### src/rtl/evt_agg_pkg.sv
package evt_agg_pkg;
  localparam int REG_W      = 32;
  localparam int EVT_CNT    = 10;
  localparam int USB_CNT    = 2;
  localparam int AUD_STAT0  = 16;
  localparam int EN_OFFSET  = 8;
  localparam int IRQ_CNT    = 3;
  localparam int AUD_SHIFT  = AUD_STAT0 - USB_CNT;

  typedef struct packed {
    logic [EVT_CNT-1:0] setMask;
    logic [EVT_CNT-1:0] clrMask;
    logic               enWr;
    logic [EVT_CNT-1:0] enVal;
  } ctlStrobes_t;

  function automatic int statPos(input int k);
    return (k < USB_CNT) ? k : k + AUD_SHIFT;
  endfunction

  function automatic int enPos(input int k);
    return statPos(k) + EN_OFFSET;
  endfunction

  // line 0: address fault; line 1: transfer complete + buffer full; line 2: buffer half
  function automatic int evtLine(input int k);
    if (k == 1) return 0;
    if (k == 0 || (k % 2) == 0) return 1;
    return 2;
  endfunction
endpackage

### src/rtl/evt_agg_ctl.sv
module evt_agg_ctl
  import evt_agg_pkg::*;
(
  input  logic               wrEn,
  input  logic [REG_W-1:0]   wrData,
  input  logic [EVT_CNT-1:0] evtStrobe,
  output ctlStrobes_t        ctl
);
  always_comb begin
    ctl.setMask = evtStrobe;
    ctl.enWr    = wrEn;
    for (int k = 0; k < EVT_CNT; k++) begin
      ctl.clrMask[k] = wrEn & ~wrData[statPos(k)];
      ctl.enVal[k]   = wrData[enPos(k)];
    end
  end
endmodule

### src/rtl/evt_agg_dp.sv
module evt_agg_dp
  import evt_agg_pkg::*;
(
  input  logic               clk,
  input  logic               rst_n,
  input  ctlStrobes_t        ctl,
  output logic [REG_W-1:0]   rdData,
  output logic [IRQ_CNT-1:0] irqLine
);
  logic [EVT_CNT-1:0] statQ;
  logic [EVT_CNT-1:0] enQ;
  logic [EVT_CNT-1:0] qual;
  logic [IRQ_CNT-1:0] lineNext;

  genvar g;
  generate
    for (g = 0; g < EVT_CNT; g++) begin : gStat
      always_ff @(posedge clk or negedge rst_n) begin
        if (!rst_n)                statQ[g] <= 1'b0;
        else if (ctl.setMask[g])   statQ[g] <= 1'b1;
        else if (ctl.clrMask[g])   statQ[g] <= 1'b0;
      end
    end
  endgenerate

  always_ff @(posedge clk or negedge rst_n) begin
    if (!rst_n)        enQ <= '0;
    else if (ctl.enWr) enQ <= ctl.enVal;
  end

  assign qual = statQ & enQ;

  always_comb begin
    rdData = '0;
    for (int k = 0; k < EVT_CNT; k++) begin
      rdData[statPos(k)] = statQ[k];
      rdData[enPos(k)]   = enQ[k];
    end
  end

  always_comb begin
    lineNext = '0;
    for (int k = 0; k < EVT_CNT; k++)
      lineNext[evtLine(k)] = lineNext[evtLine(k)] | qual[k];
  end

  always_ff @(posedge clk or negedge rst_n) begin
    if (!rst_n) irqLine <= '0;
    else        irqLine <= lineNext;
  end
endmodule

### src/rtl/dma_evt_irq_agg.sv
module dma_evt_irq_agg
  import evt_agg_pkg::*;
(
  input  logic               clk,
  input  logic               rst_n,
  input  logic               wrEn,
  input  logic [REG_W-1:0]   wrData,
  input  logic [EVT_CNT-1:0] evtStrobe,
  output logic [REG_W-1:0]   rdData,
  output logic [IRQ_CNT-1:0] irqLine
);
  ctlStrobes_t ctl;

  evt_agg_ctl uCtl (
    .wrEn      (wrEn),
    .wrData    (wrData),
    .evtStrobe (evtStrobe),
    .ctl       (ctl)
  );

  evt_agg_dp uDp (
    .clk     (clk),
    .rst_n   (rst_n),
    .ctl     (ctl),
    .rdData  (rdData),
    .irqLine (irqLine)
  );
endmodule

### config.mk
export PLATFORM = sky130hd
export DESIGN_NAME = dma_evt_irq_agg
export DESIGN_NICKNAME = d
export VERILOG_FILES = /design/src/rtl/evt_agg_pkg.sv /design/src/rtl/evt_agg_ctl.sv /design/src/rtl/evt_agg_dp.sv /design/src/rtl/dma_evt_irq_agg.sv
export SDC_FILE = /design/constraint.sdc
export NUM_CORES = 1
export LEC_CHECK = 0
export BUFFER_PORTS_ARGS = -buffer_cell sky130_fd_sc_hd__buf_2
export CAP_MARGIN = 20
export CORE_UTILIZATION = 41
export CTS_CLUSTER_DIAMETER = 40
export DETAILED_ROUTE_END_ITERATION = 16
export GPL_TIMING_DRIVEN = 0
export MAX_ROUTING_LAYER = met4
export PLACE_DENSITY = 0.88
export SYNTH_ARGS = -nofsm -noshare
export SYNTH_HDL_FRONTEND = slang
export SYNTH_SLANG_ARGS = --single-unit
### constraint.sdc
create_clock -name clk -period 2.3 [get_ports clk]
set_input_delay 0.575 -clock clk [delete_from_list [all_inputs] [get_ports clk]]
set_output_delay 0.575 -clock clk [all_outputs]
set_load 0.05 [all_outputs]
==> results of run 1 <==
worst max-delay path by stage:
stage,end,cells after the start
finish,rdData[26],1
global route,rdData[26],1
CTS,rdData[26],1
floorplan,rdData[16],0
global placement,rdData[29],1
detailed placement,rdData[26],1
metrics by stage:
step	utilization (%)	cell area [µm²]	setup slack, ns	instances
after detailed placement	60.1	1370	1.08	168
final	61.3	1400	0.731	172
after floorplan	-	1060	1.11	86
after global placement	60.1	1370	1.10	168
after global routing	61.3	1400	0.670	172
after CTS	61.3	1400	0.726	172
cell usage after synthesis (all sizes together):
library cell,count,area [µm²]
nand2,2,7.51
mux2,10,150
conb,1,3.75
dfrtp,23,576
a22oi,3,22.5
a222oi,1,10.0
buf,13,101
nand2b,10,62.6
and2,1,6.26
a21o,10,75.1
clkbuf,1,7.51
cell type report:
class	count	area, µm²
buffer	14	109
sequential	23	576
clock buffer	4	26.3
tap	28	35.0
timing repair buffer	54	270
fill	198	881
multi-input combinational	49	379
cell families (layout without fill, tap and decap cells):
group,count (synthesis),after routing
buf+inv,14,72
simple gates,13,13
flops,23,23
compound gates,14,14
other cells,1,12
mux,10,10
power groups by stage:
stage	clock (W)	sequential, W	combinational, W
floorplan	0	0.000591	0.000119
global placement	0	0.000468	0.000317
detailed placement	0	0.000472	0.000321
CTS	0.000185	0.000464	0.000321
global route	0.000204	0.000468	0.000337
finish	0.000178	0.000463	0.000320
flip-flops by register name, summed over array words and instances (netlist names):
name	count
uDp.rdData	10
uDp.enQ	10
uDp.irqLine	3
metal layers:
layer  up-vias  part of all wire [%]
met2        38                    54
met4         0                  0.24
met5         -                     0
met1       358                    39
met3         2                   6.4
li1        369                     -
==> flow_summary.json, run 1 <==
{
  "cts_hold_buf": 0,
  "fp.dieW_um": 51.9,
  "route.final.wire_length_um": 2090,
  "cts_tree": "built",
  "p_sw_share_pct": 36.8,
  "combinationalPowerShare_pct": 33.3,
  "layout_common_cells": "buf_2 (54), dfrtp_1 (23), buf_4 (12), conb_1 (12)",
  "crit_family": "flip-flops",
  "synth.cell_area_um2": 1020,
  "worstSetupStartpointType": "flop",
  "diodes": 0,
  "hp-class": "in2async",
  "rows": 17,
  "finalSetupViolations": 0,
  "dr.pass1.iters": 4,
  "die_h_um": 51.9,
  "setup_tns_ns": 0,
  "gp_congestion": 0.663,
  "drc": 0,
  "met1_usage_pct": 20.3,
  "crit_fanout": 3,
  "min_period_ns": 1.57,
  "grt_pass1_vias": 784,
  "io_pins": 80,
  "slew_violations": 0,
  "grtUsageMet3_pct": 2.92,
  "synth_mux_area_share_pct": 14.7,
  "status": "finished, final reports clean",
  "syn_to_final_growth_pct": 36.5,
  "layout_commonest_cell": "buf_2",
  "h-tree-depth": 1,
  "synth_top_family_by_area": "multiplexers",
  "numCtsBuffers": 3,
  "cts_setup_buffers": 0,
  "critPathMaxStageDelay_ns": 0.42,
  "max_freq_mhz": 637,
  "grt_use_total_pct": 17.2,
  "die-area_um2": 2700,
  "synth_cells": 75,
  "fin_total_pwr_w": 0.000961,
  "grt_max_degree": 24,
  "r2r_slack_ns": 1.30,
  "fin_crit_sh_pct": 68.2,
  "synth-compound-area-share_pct": 10.5,
  "leakagePower_nw": 0.740,
  "busiest_layer": "met2",
  "synthAdderAreaFrac_pct": 0,
  "crit_chain": "buf_2",
  "p_per_area_nw_per_um2": 689,
  "crit_buf_inv": 1,
  "cts_resized": 0,
  "vias_per_cell": 4.46,
  "routedWlPerCell_um": 12.2,
  "clockRootBuffer": "clkbuf_4",
  "first_iter_violations": 9,
  "crit_type": "reg2out",
  "p_int_w": 0.000608,
  "ys_warn_count": 0,
  "grt-ovfl-total": 0,
  "num_vias": 767,
  "skew_ns": 0.00629,
  "relSlewSlack_pct": 66.3,
  "yosysSeqAreaShare_pct": 56.3,
  "r2r-end": "uDp.irqLine[1]",
  "antenna_found_initial": 0,
  "rsz0062_at_grt": "no",
  "cts_max_path_buffers": 2,
  "grt_first_pass_wirelength_um": 3290,
  "insertion_delay_ns": 0.30,
  "grt_use_met2_pct": 30.3,
  "worstMarginPinSlew_ns": 0.505,
  "fin_hold_ws_ns": 0.225,
  "seq_power_share_pct": 48.2,
  "yosysUniqueCellTypes": 12,
  "cpMaxStageDelayCell": "dfrtp_1",
  "start_util_pct": 44.9,
  "crit_arrival_ns": 0.99,
  "r2r_start": "uDp.rdData[0]",
  "max-vdd-ir-drop_uv": 428,
  "startpoint": "uDp.enQ[4]",
  "rr_worst_depth": 2,
  "core_um2": 2280,
  "yosys.area_share.simple_pct": 7.47,
  "final_antenna_net_count": 0,
  "nets": 190,
  "ys_ff_latch": 23,
  "hold_viol": 0,
  "p_sw_w": 0.000354,
  "synth_xor_area_share_pct": 0,
  "worstSetupEndpointType": "output port",
  "io_buffers": 54,
  "drv_cap": 0,
  "cts_sinks": 23,
  "crit_required_ns": 1.73,
  "postSynthAreaPerCell_um2": 13.6,
  "power_frac_clock_pct": 18.5,
  "clk_pin_slew_worst_paths_ns": 0.12,
  "drive_gt1_share_pct": 56.3
}
Note: power is estimated with default switching activity, not from simulation.
==> inputs of run 2 (changes only) <==
--- a/config.mk
+++ b/config.mk
@@ -7,12 +7,12 @@
 export LEC_CHECK = 0
 export BUFFER_PORTS_ARGS = -buffer_cell sky130_fd_sc_hd__buf_2
 export CAP_MARGIN = 20
-export CORE_UTILIZATION = 41
+export CORE_UTILIZATION = 38
 export CTS_CLUSTER_DIAMETER = 40
 export DETAILED_ROUTE_END_ITERATION = 16
 export GPL_TIMING_DRIVEN = 0
 export MAX_ROUTING_LAYER = met4
-export PLACE_DENSITY = 0.88
+export PLACE_DENSITY = 0.83
 export SYNTH_ARGS = -nofsm -noshare
 export SYNTH_HDL_FRONTEND = slang
 export SYNTH_SLANG_ARGS = --single-unit
==> constraint.sdc (replaced) <==
create_clock -name clk -period 1.6 [get_ports clk]
set_input_delay 0.4 -clock clk [delete_from_list [all_inputs] [get_ports clk]]
set_output_delay 0.4 -clock clk [all_outputs]
set_load 0.05 [all_outputs]
==> run 2 against run 1 <==
  * Hold slack lost 0.20 ns
  * Global-route usage shrank 1.2 points
  * First-iteration DRC count grew 67%
  * Non-clock buffer count is the same
  * Critical path type unchanged
==> flow_summary.json, run 2 (synthesis results as in run 1) <==
{
  "status": "finished, final reports clean",
  "p_per_area_nw_per_um2": 991,
  "num_vias": 756,
  "drive_gt1_share_pct": 56.9,
  "clockRootBuffer": "clkbuf_4",
  "cts_tree": "built",
  "max-vdd-ir-drop_uv": 633,
  "fin_total_pwr_w": 0.00139,
  "grt_use_total_pct": 16.0,
  "cpMaxStageDelayCell": "dfrtp_1",
  "fin_crit_sh_pct": 87.0,
  "slew_violations": 0,
  "dr.pass1.iters": 4,
  "worstSetupEndpointType": "output port",
  "cts_max_path_buffers": 2,
  "crit_fanout": 3,
  "hold_viol": 0,
  "grt_pass1_vias": 700,
  "worstSetupStartpointType": "flop",
  "rsz0062_at_grt": "no",
  "rows": 18,
  "cts_resized": 0,
  "grt_first_pass_wirelength_um": 3130,
  "grt-ovfl-total": 0,
  "grt_max_degree": 24,
  "crit_required_ns": 1.20,
  "layout_commonest_cell": "buf_2",
  "cts_hold_buf": 0,
  "first_iter_violations": 15,
  "setup_tns_ns": 0,
  "hp-class": "in2async",
  "layout_common_cells": "buf_2 (54), dfrtp_1 (23), buf_4 (12), conb_1 (12)",
  "vias_per_cell": 4.34,
  "finalSetupViolations": 0,
  "crit_family": "flip-flops",
  "fillers": 235,
  "h-tree-depth": 1,
  "io_buffers": 54,
  "crit_type": "reg2out",
  "io_pins": 80,
  "fp.dieW_um": 53.9,
  "numCtsBuffers": 3,
  "diodes": 0,
  "design_area_um2": 1400,
  "insertion_delay_ns": 0.31,
  "crit_chain": "buf_2",
  "skew_ns": 0.0115,
  "route.final.wire_length_um": 2070,
  "core_um2": 2500,
  "postPlaceCellArea_um2": 1370,
  "max_freq_mhz": 719,
  "antenna_found_initial": 0,
  "gp_congestion": 0.617,
  "crit_buf_inv": 1,
  "leakagePower_nw": 0.743,
  "drv_cap": 0,
  "crit_arrival_ns": 0.99,
  "routedWlPerCell_um": 11.9,
  "cts_setup_buffers": 0,
  "syn_to_final_growth_pct": 36.8,
  "clk_pin_slew_worst_paths_ns": 0.13,
  "die-area_um2": 2900,
  "cts_sinks": 23,
  "final_antenna_net_count": 0,
  "nets": 190,
  "start_util_pct": 40.9,
  "drc": 0,
  "min_period_ns": 1.39,
  "hpwl_um": 1610,
  "critPathMaxStageDelay_ns": 0.40,
  "die_h_um": 53.9
}
run 2: area by class of cell:
| type | count | area (µm²) | area share (%) |
|---|---|---|---|
| sequential | 23 | 576 | 41.1 |
| multi-input combinational | 49 | 379 | 27.1 |
| timing repair buffer | 54 | 270 | 19.3 |
| buffer | 14 | 109 | 7.78 |
| tap | 30 | 37.5 | 2.68 |
| clock buffer | 3 | 22.5 | 1.61 |
| clock inverter | 1 | 5.00 | 0.358 |
run 2: per-layer routing:
| metal | global-route usage (%) | wire length (µm) | vias to the layer above |
|---|---|---|---|
| li1 | - | - | 371 |
| met1 | 18.1 | 875 | 347 |
| met2 | 27.0 | 1040 | 36 |
| met3 | 4.24 | 134 | 2 |
| met4 | 5.26 | 19 | 0 |
| met5 | - | 0 | - |
run 2: path summary, 6_finish.rpt:
check                                from        endpoint  slack, ns  cells past startpoint
setup / recovery           uDp.rdData[22]      rdData[22]       0.21                      1
hold / removal                      rst_n      uDp.enQ[2]       0.03                      1
setup reg to reg            uDp.rdData[0]  uDp.irqLine[1]       0.59                      2
hold reg to reg            uDp.rdData[21]  uDp.rdData[21]       0.52                      1
max in group asynchronous           rst_n  uDp.irqLine[1]       1.23                      1
min in group clk             evtStrobe[3]  uDp.rdData[17]       0.26                      2
run 2: per-stage QoR:
| step | cells | utilization [%] | setup WS [ns] | hold WS, ns |
|---|---|---|---|---|
| after floorplan | 86 | - | 0.469 | 0.104 |
| after global placement | 170 | 54.9 | 0.577 | 0.384 |
| after detailed placement | 170 | 54.9 | 0.563 | 0.397 |
| after CTS | 174 | 56.0 | 0.190 | 0.0388 |
| after global routing | 174 | 56.0 | 0.141 | 0.0476 |
| final | 174 | 56.0 | 0.209 | 0.0301 |
run 2: report_power, final:
part	internal [W]	switching (W)
Sequential	0.000630	0.0000345
Clock	0.0000933	0.000169
Combinational	0.000146	0.000313
